$ cat config.mk
export PLATFORM = sky130hd
export DESIGN_NAME = acc_cpu
export DESIGN_NICKNAME = d
export VERILOG_FILES = /design/src/rtl/acc_cpu_pkg.sv /design/src/rtl/acc_cpu_alu.sv /design/src/rtl/acc_cpu_ctrl.sv /design/src/rtl/acc_cpu_dp.sv /design/src/rtl/acc_cpu.sv
export SDC_FILE = /design/constraint.sdc
export NUM_CORES = 1
export LEC_CHECK = 0
export ABC_AREA = 1
export ABC_CLOCK_PERIOD_IN_PS = 2480
export BUFFER_PORTS_ARGS = -buffer_cell sky130_fd_sc_hd__buf_2
export CAP_MARGIN = 20
export CORE_MARGIN = 4
export CORE_UTILIZATION = 35
export CTS_BUF_LIST = sky130_fd_sc_hd__clkbuf_2 sky130_fd_sc_hd__clkbuf_4 sky130_fd_sc_hd__clkbuf_8
export DETAILED_ROUTE_END_ITERATION = 6
export PLACE_DENSITY = 0.53
export SLEW_MARGIN = 20
export SYNTH_ARGS = -nofsm -noshare
export SYNTH_HDL_FRONTEND = slang
export SYNTH_SLANG_ARGS = --single-unit
$ cat constraint.sdc
create_clock -name clk -period 2.48 [get_ports clk]
set_input_delay 0.496 -clock clk [delete_from_list [all_inputs] [get_ports clk]]
set_output_delay 0.496 -clock clk [all_outputs]
set_load 0.01 [all_outputs]
$ cat src/rtl/acc_cpu_pkg.sv
package acc_cpu_pkg;

  // Operation codes held in the top three bits of an instruction.
  typedef enum logic [2:0] {
    OP_ADD  = 3'b000,
    OP_SUB  = 3'b001,
    OP_NAND = 3'b010,
    OP_NOR  = 3'b011,
    OP_LOAD = 3'b100,
    OP_STOR = 3'b101,
    OP_JMP  = 3'b110,
    OP_HALT = 3'b111
  } op_e;

  localparam int OPC_W = 3;

  // Sequencer states; a memory read spends one state issuing the address
  // and the next capturing the returned data.
  typedef enum logic [2:0] {
    ST_FADDR  = 3'd0,
    ST_FDATA  = 3'd1,
    ST_DECODE = 3'd2,
    ST_XADDR  = 3'd3,
    ST_XDATA  = 3'd4,
    ST_STOP   = 3'd5
  } state_e;

endpackage

$ cat src/rtl/acc_cpu_alu.sv
module acc_cpu_alu
  import acc_cpu_pkg::*;
#(
  parameter int W = 8
) (
  input  op_e          op,
  input  logic [W-1:0] a,
  input  logic [W-1:0] b,
  output logic [W-1:0] y
);

  function automatic logic [W-1:0] alu_fn(op_e f, logic [W-1:0] x, logic [W-1:0] m);
    logic [W-1:0] r;
    case (f)
      OP_ADD:  r = x + m;
      OP_SUB:  r = x - m;
      OP_NAND: r = ~(x & m);
      OP_NOR:  r = ~(x | m);
      default: r = m;           // load passes the operand through
    endcase
    return r;
  endfunction

  always_comb y = alu_fn(op, a, b);

endmodule

$ cat src/rtl/acc_cpu_ctrl.sv
module acc_cpu_ctrl
  import acc_cpu_pkg::*;
(
  input  logic   clk,
  input  logic   rst,
  input  op_e    opr,
  output state_e state,
  output logic   ir_en,
  output logic   dec_en,
  output logic   acc_en,
  output logic   jmp_en,
  output logic   wr_en,
  output logic   use_addr,
  output logic   halted
);

  state_e state_q, state_d;
  logic   halt_set;
  logic   halted_q;

  always_comb begin
    state_d  = state_q;
    ir_en    = 1'b0;
    dec_en   = 1'b0;
    acc_en   = 1'b0;
    jmp_en   = 1'b0;
    wr_en    = 1'b0;
    halt_set = 1'b0;
    use_addr = 1'b0;
    case (state_q)
      ST_FADDR:  state_d = ST_FDATA;
      ST_FDATA: begin
        ir_en   = 1'b1;
        state_d = ST_DECODE;
      end
      ST_DECODE: begin
        dec_en  = 1'b1;
        state_d = ST_XADDR;
      end
      ST_XADDR: begin
        use_addr = 1'b1;
        case (opr)
          OP_STOR: begin
            wr_en   = 1'b1;
            state_d = ST_FADDR;
          end
          OP_JMP: begin
            jmp_en  = 1'b1;
            state_d = ST_FADDR;
          end
          OP_HALT: begin
            halt_set = 1'b1;
            state_d  = ST_STOP;
          end
          default: state_d = ST_XDATA;
        endcase
      end
      ST_XDATA: begin
        use_addr = 1'b1;
        acc_en   = 1'b1;
        state_d  = ST_FADDR;
      end
      ST_STOP: begin
        use_addr = 1'b1;
        state_d  = ST_STOP;
      end
      default: state_d = ST_FADDR;
    endcase
  end

  always_ff @(posedge clk) begin
    if (rst) begin
      state_q  <= ST_FADDR;
      halted_q <= 1'b0;
    end else begin
      state_q <= state_d;
      if (halt_set) halted_q <= 1'b1;
    end
  end

  assign state  = state_q;
  assign halted = halted_q;

endmodule

$ cat src/rtl/acc_cpu_dp.sv
module acc_cpu_dp
  import acc_cpu_pkg::*;
#(
  parameter int DATA_W = 8,
  parameter int ADDR_W = 5
) (
  input  logic              clk,
  input  logic              rst,
  input  logic              ir_en,
  input  logic              dec_en,
  input  logic              acc_en,
  input  logic              jmp_en,
  input  logic              use_addr,
  input  logic [DATA_W-1:0] rdata,
  input  logic [DATA_W-1:0] alu_y,
  output logic [ADDR_W-1:0] mem_addr,
  output logic [ADDR_W-1:0] pc,
  output logic [ADDR_W-1:0] addr,
  output op_e               opr,
  output logic [DATA_W-1:0] acc
);

  logic [ADDR_W-1:0] pc_q, addr_q;
  logic [DATA_W-1:0] ir_q, acc_q;
  op_e               opr_q;

  always_ff @(posedge clk) begin
    if (rst) begin
      pc_q   <= '0;
      ir_q   <= '0;
      opr_q  <= OP_ADD;
      addr_q <= '0;
      acc_q  <= '0;
    end else begin
      if (ir_en) ir_q <= rdata;
      if (dec_en) begin
        opr_q  <= op_e'(ir_q[DATA_W-1 -: OPC_W]);
        addr_q <= ir_q[ADDR_W-1:0];
        pc_q   <= pc_q + ADDR_W'(1);
      end else if (jmp_en) begin
        pc_q <= addr_q;
      end
      if (acc_en) acc_q <= alu_y;
    end
  end

  assign mem_addr = use_addr ? addr_q : pc_q;
  assign pc       = pc_q;
  assign addr     = addr_q;
  assign opr      = opr_q;
  assign acc      = acc_q;

endmodule

$ cat src/rtl/acc_cpu.sv
module acc_cpu
  import acc_cpu_pkg::*;
#(
  parameter int DATA_W = 8,
  parameter int ADDR_W = 5
) (
  input  logic              clk,
  input  logic              rst,
  output logic [ADDR_W-1:0] mem_addr,
  output logic [DATA_W-1:0] mem_wdata,
  output logic              mem_we,
  input  logic [DATA_W-1:0] mem_rdata,
  output logic              halted,
  output logic [DATA_W-1:0] acc_out
);

  // Named internal events, watched by the bound checker.
  state_e            state_q;
  op_e               opr_q;
  logic [ADDR_W-1:0] pc_q, addr_q;
  logic [DATA_W-1:0] acc_q, alu_y;
  logic              evt_fetch, evt_decode, evt_acc_wr, evt_jump, evt_store;
  logic              use_addr;

  acc_cpu_ctrl u_ctrl (
    .clk      (clk),
    .rst      (rst),
    .opr      (opr_q),
    .state    (state_q),
    .ir_en    (evt_fetch),
    .dec_en   (evt_decode),
    .acc_en   (evt_acc_wr),
    .jmp_en   (evt_jump),
    .wr_en    (evt_store),
    .use_addr (use_addr),
    .halted   (halted)
  );

  acc_cpu_dp #(.DATA_W(DATA_W), .ADDR_W(ADDR_W)) u_dp (
    .clk      (clk),
    .rst      (rst),
    .ir_en    (evt_fetch),
    .dec_en   (evt_decode),
    .acc_en   (evt_acc_wr),
    .jmp_en   (evt_jump),
    .use_addr (use_addr),
    .rdata    (mem_rdata),
    .alu_y    (alu_y),
    .mem_addr (mem_addr),
    .pc       (pc_q),
    .addr     (addr_q),
    .opr      (opr_q),
    .acc      (acc_q)
  );

  acc_cpu_alu #(.W(DATA_W)) u_alu (
    .op (opr_q),
    .a  (acc_q),
    .b  (mem_rdata),
    .y  (alu_y)
  );

  assign mem_we    = evt_store;
  assign mem_wdata = acc_q;
  assign acc_out   = acc_q;

endmodule

**Word level (Yosys, flattened, before mapping)**

Cells that the tools add are included.

- Eq/ne operators: 11
- Reductions and logical operators: 5
- Add/subtract/negate cells: 3
- Bitwise logic cells: 4
- Muxes and demuxes: 16

Operators with widths:

| operator | count |
|---|---|
| $pmux 8 s4 | 1 |
| $not 8->8 | 2 |
| $eq 3x3->1 const B | 5 |
| $mux 5 | 3 |
| $pmux 3 s5 | 1 |
| $eq 3x2->1 const B | 4 |
| $mux 1 | 10 |
| $add 8x8->8 | 1 |
| $and 8x8->8 | 1 |
| $or 8x8->8 | 1 |
| $sub 8x8->8 | 1 |
| $eq 3x1->1 const B | 2 |
| $logic_not 3->1 | 2 |
| $pmux 3 s2 | 1 |
| $add 5x1->5 const B | 1 |
| $reduce_or 3->1 | 1 |
| $reduce_bool 2->1 | 1 |
| $reduce_or 2->1 | 1 |

- Input bits: 10
- Word-level logic and storage cells: 46
- Flip-flop bits (word level): 33
- Output and inout port bits: 23

**Longest topological paths before layout**

- Word-level depth: 5
- Gate-level depth with buffers: 20
- Depth with buffers taken out: 20

**By module**

Synthesis repeated with hierarchy kept, for this count alone.

- Cells, all modules: 357
- Area, all modules: 2362.3 µm²

By module, submodules not included:

| module | cells an instance | times used | area each (µm²) | sequential area each (µm²) |
|---|---|---|---|---|
| acc_cpu_dp | 162 | 1 | 1222.4 | 580.6 |
| acc_cpu_alu | 151 | 1 | 863.3 | 0.0 |
| acc_cpu_ctrl | 36 | 1 | 216.5 | 80.1 |
| acc_cpu | 8 | 1 | 60.1 | 0.0 |

**Worst setup path before layout**

No wires, ideal clock.

- Kind: input -> register
- From: in mem_rdata[0]
- To: reg u_dp.acc_q[7] (netlist: u_dp.acc[7])
- Data required time: 2348 ps
- Cell stages on the path: 19
- Data arrival time: 2283 ps
- Buffers on the path: 0
- Library setup time: 132 ps
- Setup slack: 65 ps
- Cells stage by stage: inv_1 ha_1 inv_1 nor3_1 inv_1 o31ai_1 xor2_1 inv_1 ha_1 nand2_1 inv_1 nand2_1 nand2_1 a21oi_1 nand3_1 nand3_1 nand2_1 nand2_1 a21oi_1

- Cells in the longest elaborated chain, start to end: 2
- Elaborated cells between the ends (all ways): 3
- Classes of those cells: add/sub: 2; mux: 1

Ends and longest elaborated chain:

| item | line | text |
|---|---|---|
| start: declaration | acc_cpu.sv:12 | `input logic [DATA_W-1:0] mem_rdata,` |
| $sub 8x8->8 / $add 8x8->8 (equally long branches) | acc_cpu_alu.sv:16, acc_cpu_alu.sv:15 |  |
| $pmux 8 s4 (*) | acc_cpu_alu.sv:14 | `case (f)` |
| end signal: assignment | acc_cpu_dp.sv:43 | `if (acc_en) acc_q <= alu_y;` |
| end: declaration | acc_cpu_dp.sv:24 | `logic [DATA_W-1:0] ir_q, acc_q;` |

Mark *: on every way between the ends. The rest lies on a longest branch, timed or not.
A chain may end at the register's enable or synchronous reset.

**Final worst setup path**

Ends and elaborated chain as after synthesis.

==> Implementation_results.wiki <==
{| class="wikitable"
! Metric !! Value
|-
| Result of the run || finished, final reports clean
|-
| Maximum fanout along the worst path || 3
|-
| Max IR drop VDD || about 0.39 mV
|-
| Clock latency on the worst-skew pair || 0.28 ns
|-
| Global-route wire length before repair || approximately 9500 um
|-
| Worst setup path endpoint || u_dp.acc[7]
|-
| Post-CTS setup buffer count || 0
|-
| Nets in the synthesized netlist || about 350
|-
| Number of different library cells in the post-synthesis netlist || 33
|-
| Sw frac || 0.289
|-
| Cell type with the highest aggregate area in the netlist || dfxtp_1
|-
| Kind of capture point of the worst setup path || register
|-
| Number of hold violations in the final report || 0
|-
| Post-synth EDFFs || 0
|-
| Max cap viols || 0
|-
| Placement-stage cell area || approximately 2500 um2
|-
| Required time of the critical path || roughly 2.7 ns
|-
| Compound-gate portion of the synthesized area || 0.206
|-
| Basic-gate share of the synthesized area counting and, or, nand and nor cells || 0.271
|-
| Power density normalized to cell area || about 580 nW/um2
|-
| Largest net degree at the start of global routing || 25
|-
| Antenna cells || 0
|-
| Remaining antenna violation count || 0
|-
| Row count || 28
|-
| Ratio of cells with drive above 1 in the final layout || 0.233
|-
| Total setup violations reported at the end of the flow || 0
|-
| Vias in the first global route || just under 2000
|-
| First-iteration detailed-routing DRC count || 118
|-
| Total clock buffers created by CTS || 5
|-
| Data arrival time of the worst path || between 2 and 3 ns
|-
| Share of synthesized flip-flops with an asynchronous set or reset || 0
|-
| Fin crit period || about 2.3 ns
|-
| P_sw || 0.000446 W
|-
| TritonCTS clock tree || done
|-
| Ratio of final minimum period to clock period || 0.946
|-
| Post-synthesis share of cell area spent on full adders, half adders and majority gates || 0.0717
|-
| Number of vias in the routed layout || around 2200
|-
| Largest family of logic cells by synthesized area || simple AND/OR/NAND/NOR gates
|-
| Relative area change from synthesis to final layout || 21.2%
|-
| Share of Yosys cell area claimed by the top area cell type || 0.300
|-
| Comb power frac || 0.236
|-
| Average footprint of a synthesized cell || 6.73 um2
|-
| Number of pins with negative max-slew slack in the final report || 0
|-
| Clock-pin transition on the worst setup and hold timing paths || roughly 0.07 ns
|-
| Length in cells of the worst reg-to-reg path || 12
|-
| Number of I/O port buffers || 32
|-
| Cell internal pwr || ~0.0011 W
|-
| Crit path from || mem_rdata[0]
|-
| Number of synthesized register bits || 33
|-
| H-Tree Level Count || 2
|-
| Part of the Yosys area used for sequential elements || 0.300
|-
| Final design area excluding fillers || 2670 um2
|-
| Parity-gate share of the synthesized area counting xor and xnor cells || 0.0239
|-
| Launch instance of the worst register-to-register path || u_dp.opr[2]
|-
| Syn Inst Count || about 330
|-
| Transition time at the pin with the least slew margin || around 0.48 ns
|-
| Buffer type at the clock tree root || clkbuf_8
|-
| Yosys synthesis warning count || 0
|-
| Chain of cells forming the critical path || buf_2 -> inv_2 -> ha_1 -> inv_1 -> nor3_2 -> inv_1 -> o31ai_2 -> xor2_1 -> inv_1 -> ha_4 -> a21oi_1 -> nand2_1 -> a21oi_2 -> inv_1 -> nand2_1 -> nand3_1 -> nand2_1 -> nand2_1 -> a21oi_2
|-
| Routability-driven placement congestion ratio || 0.825
|-
| # DRC || 0
|-
| Wire per inst || between 10 and 15 um
|-
| Part of the total power dissipated in the clock network || 0.391
|-
| Initial DRT Pass Iterations || 4
|-
| Critical setup path kind || input pin to register
|-
| Initial Utilization || 0.365
|-
| Routed vias/inst || roughly 5
|-
| Hpwl dp || about 4400 um
|-
| Setup clock skew after layout || approximately 0.0082 ns
|-
| Total wire length after detailed routing || 5980 um
|-
| Sequential share of power || 0.373
|-
| Worst hold slack || approximately 0.45 ns
|-
| Initial antenna violation count || 0
|-
| Max-slew headroom || 0.679
|-
| R2R setup slack || approximately 0.33 ns
|-
| Post-synth top flop || dfxtp_1
|-
| Worst Hold Depth || 2
|-
| Multiplexer area fraction after synthesis || 0.00512
|-
| FMAX || between 0.4 and 0.5 GHz
|-
| Area of the die || 7620 um2
|-
| Stage delay of the slowest cell on the critical path || 0.26 ns
|-
| Number of clock sinks seen by CTS || 33
|-
| Static leakage power || about 1.3 nW
|-
| Master of the slowest instance on the critical path || o31ai_2
|-
| Die boundary width || 87.3 um
|-
| Final #Nets || between 300 and 400
|-
| Total global routing track utilization || 0.159
|-
| CP startpoint kind || input pin
|-
| Maximum count of clock buffers along a single path || 2
|-
| Largest cells by area after synthesis || dfxtp_1, nand2_1, a21oi_1
|-
| Mapped Area || roughly 2200 um2
|-
| Total global routing overflow || 0
|-
| Capturing point of the worst reg2reg path || u_dp.acc[5]
|-
| Core ar. || approximately 6000 um2
|-
| Worst hold path class || register to register
|-
| Total I/O pin count || 33
|-
| Chip Height || 87.3 um
|}
## worst min path at each step
stage | from | end | slack, ns
after global routing | u_ctrl.halted | u_ctrl.halted | 0.47
after global placement | u_ctrl.halted | u_ctrl.halted | 0.44
final | u_ctrl.halted | u_ctrl.halted | 0.45
after floorplan | u_dp.ir_q[5] | u_dp.ir_q[5] | 0.44
after CTS | u_ctrl.halted | u_ctrl.halted | 0.46
after detailed placement | u_ctrl.halted | u_ctrl.halted | 0.45
## worst max-delay path, delay by kind of cell
kind,cells,cell delay [ns]
compound gates,4,0.64
xor+xnor,1,0.16
fa+ha+maj,2,0.35
buf+inv,6,0.45
simple gates,6,0.45
## cells by family (layout without fill, tap and decap cells)
group | count (synthesis) | in the layout
xor gates and xnor gates | 6 | 6
and+or+nand+nor | 133 | 133
buffers and inverters | 60 | 102
muxes | 1 | 1
DFF | 33 | 33
adders and majority gates | 12 | 12
AOI/OAI and AO/OA | 82 | 82
## cells in the mapped netlist (all sizes together), types with 4 or more instances
cell type	number
nand2	72
a21oi	41
inv	41
dfxtp	33
nand3	26
o21ai	24
nor2	23
buf	15
ha	11
nor3	6
xor2	6
a31oi	5
a221oi	4
clkbuf	4
## power groups by stage
stage,Combinational (W),Sequential (W),Clock (W)
2_1_floorplan,0.000240,0.000585,0
5_1_grt,0.000411,0.000579,0.000646
3_5_place_dp,0.000356,0.000588,0
6_report,0.000365,0.000576,0.000603
4_1_cts,0.000357,0.000575,0.000620
3_3_place_gp,0.000353,0.000588,0
## sequential cells by signal, summed over array words and instances (netlist names)
name           cells
u_ctrl.halted      1
u_ctrl.state       3
u_dp.acc           8
u_dp.addr          5
u_dp.ir_q          8
u_dp.opr           3
u_dp.pc            5
## area by class of cell
cell class                      instances  area (um2)
Sequential cell                        33         661
Timing Repair Buffer                   53         318
Clock inverter                          3        65.1
Fill cell                             664        3360
Inverter                               41         154
Multi-Input combinational cell        234        1310
Tap cell                               75        93.8
Clock buffer                            5        68.8
## metrics by stage
step / setup TNS, ns / instances / power, W / utilization / setup slack, ns
6_report: 0 / 444 / 0.00154 / 0.442 / 0.133
5_1_grt: -0.116 / 444 / 0.00164 / 0.442 / -0.116
4_1_cts: 0 / 444 / 0.00155 / 0.437 / 0.0518
3_5_place_dp: -0.339 / 436 / 0.000943 / 0.415 / -0.239
3_3_place_gp: -0.205 / 436 / 0.000940 / 0.415 / -0.196
2_1_floorplan: 0 / 327 / 0.000825 / - / 0.0649
## layout by cell type (no fill, tap or decap), types with 2 or more instances in the layout
master     count
a21oi_2        2
nand4_1        3
nand2_2        4
nand3_1       25
bufinv_16      2
nor2_2         3
or2_2          3
buf_4         21
xor2_1         6
buf_2         32
a21oi_1       39
inv_2          5
nand2_1       67
nor3_1         5
ha_1          10
o21ai_0       23
clkbuf_8       5
nor2_1        18
nor2_4         2
inv_1         36
a31oi_1        5
dfxtp_1       33
a221oi_1       4
## timing repair
item / CTS / global route
endpoints found under the setup margin: 0 / 1
gates resized for setup: 0 / 8
hold buffers: 0 / 0
## routing by layer
layer	part of all wire	global-route usage	wire [um]	up-vias
met4	0.0084	0.0432	50	0
met1	0.50	0.227	3010	1014
met3	0.035	0.0293	209	6
met5	0	0	0	-
met2	0.45	0.243	2710	35
li1	-	-	-	1174
Note: power is estimated with default switching activity, not from simulation.
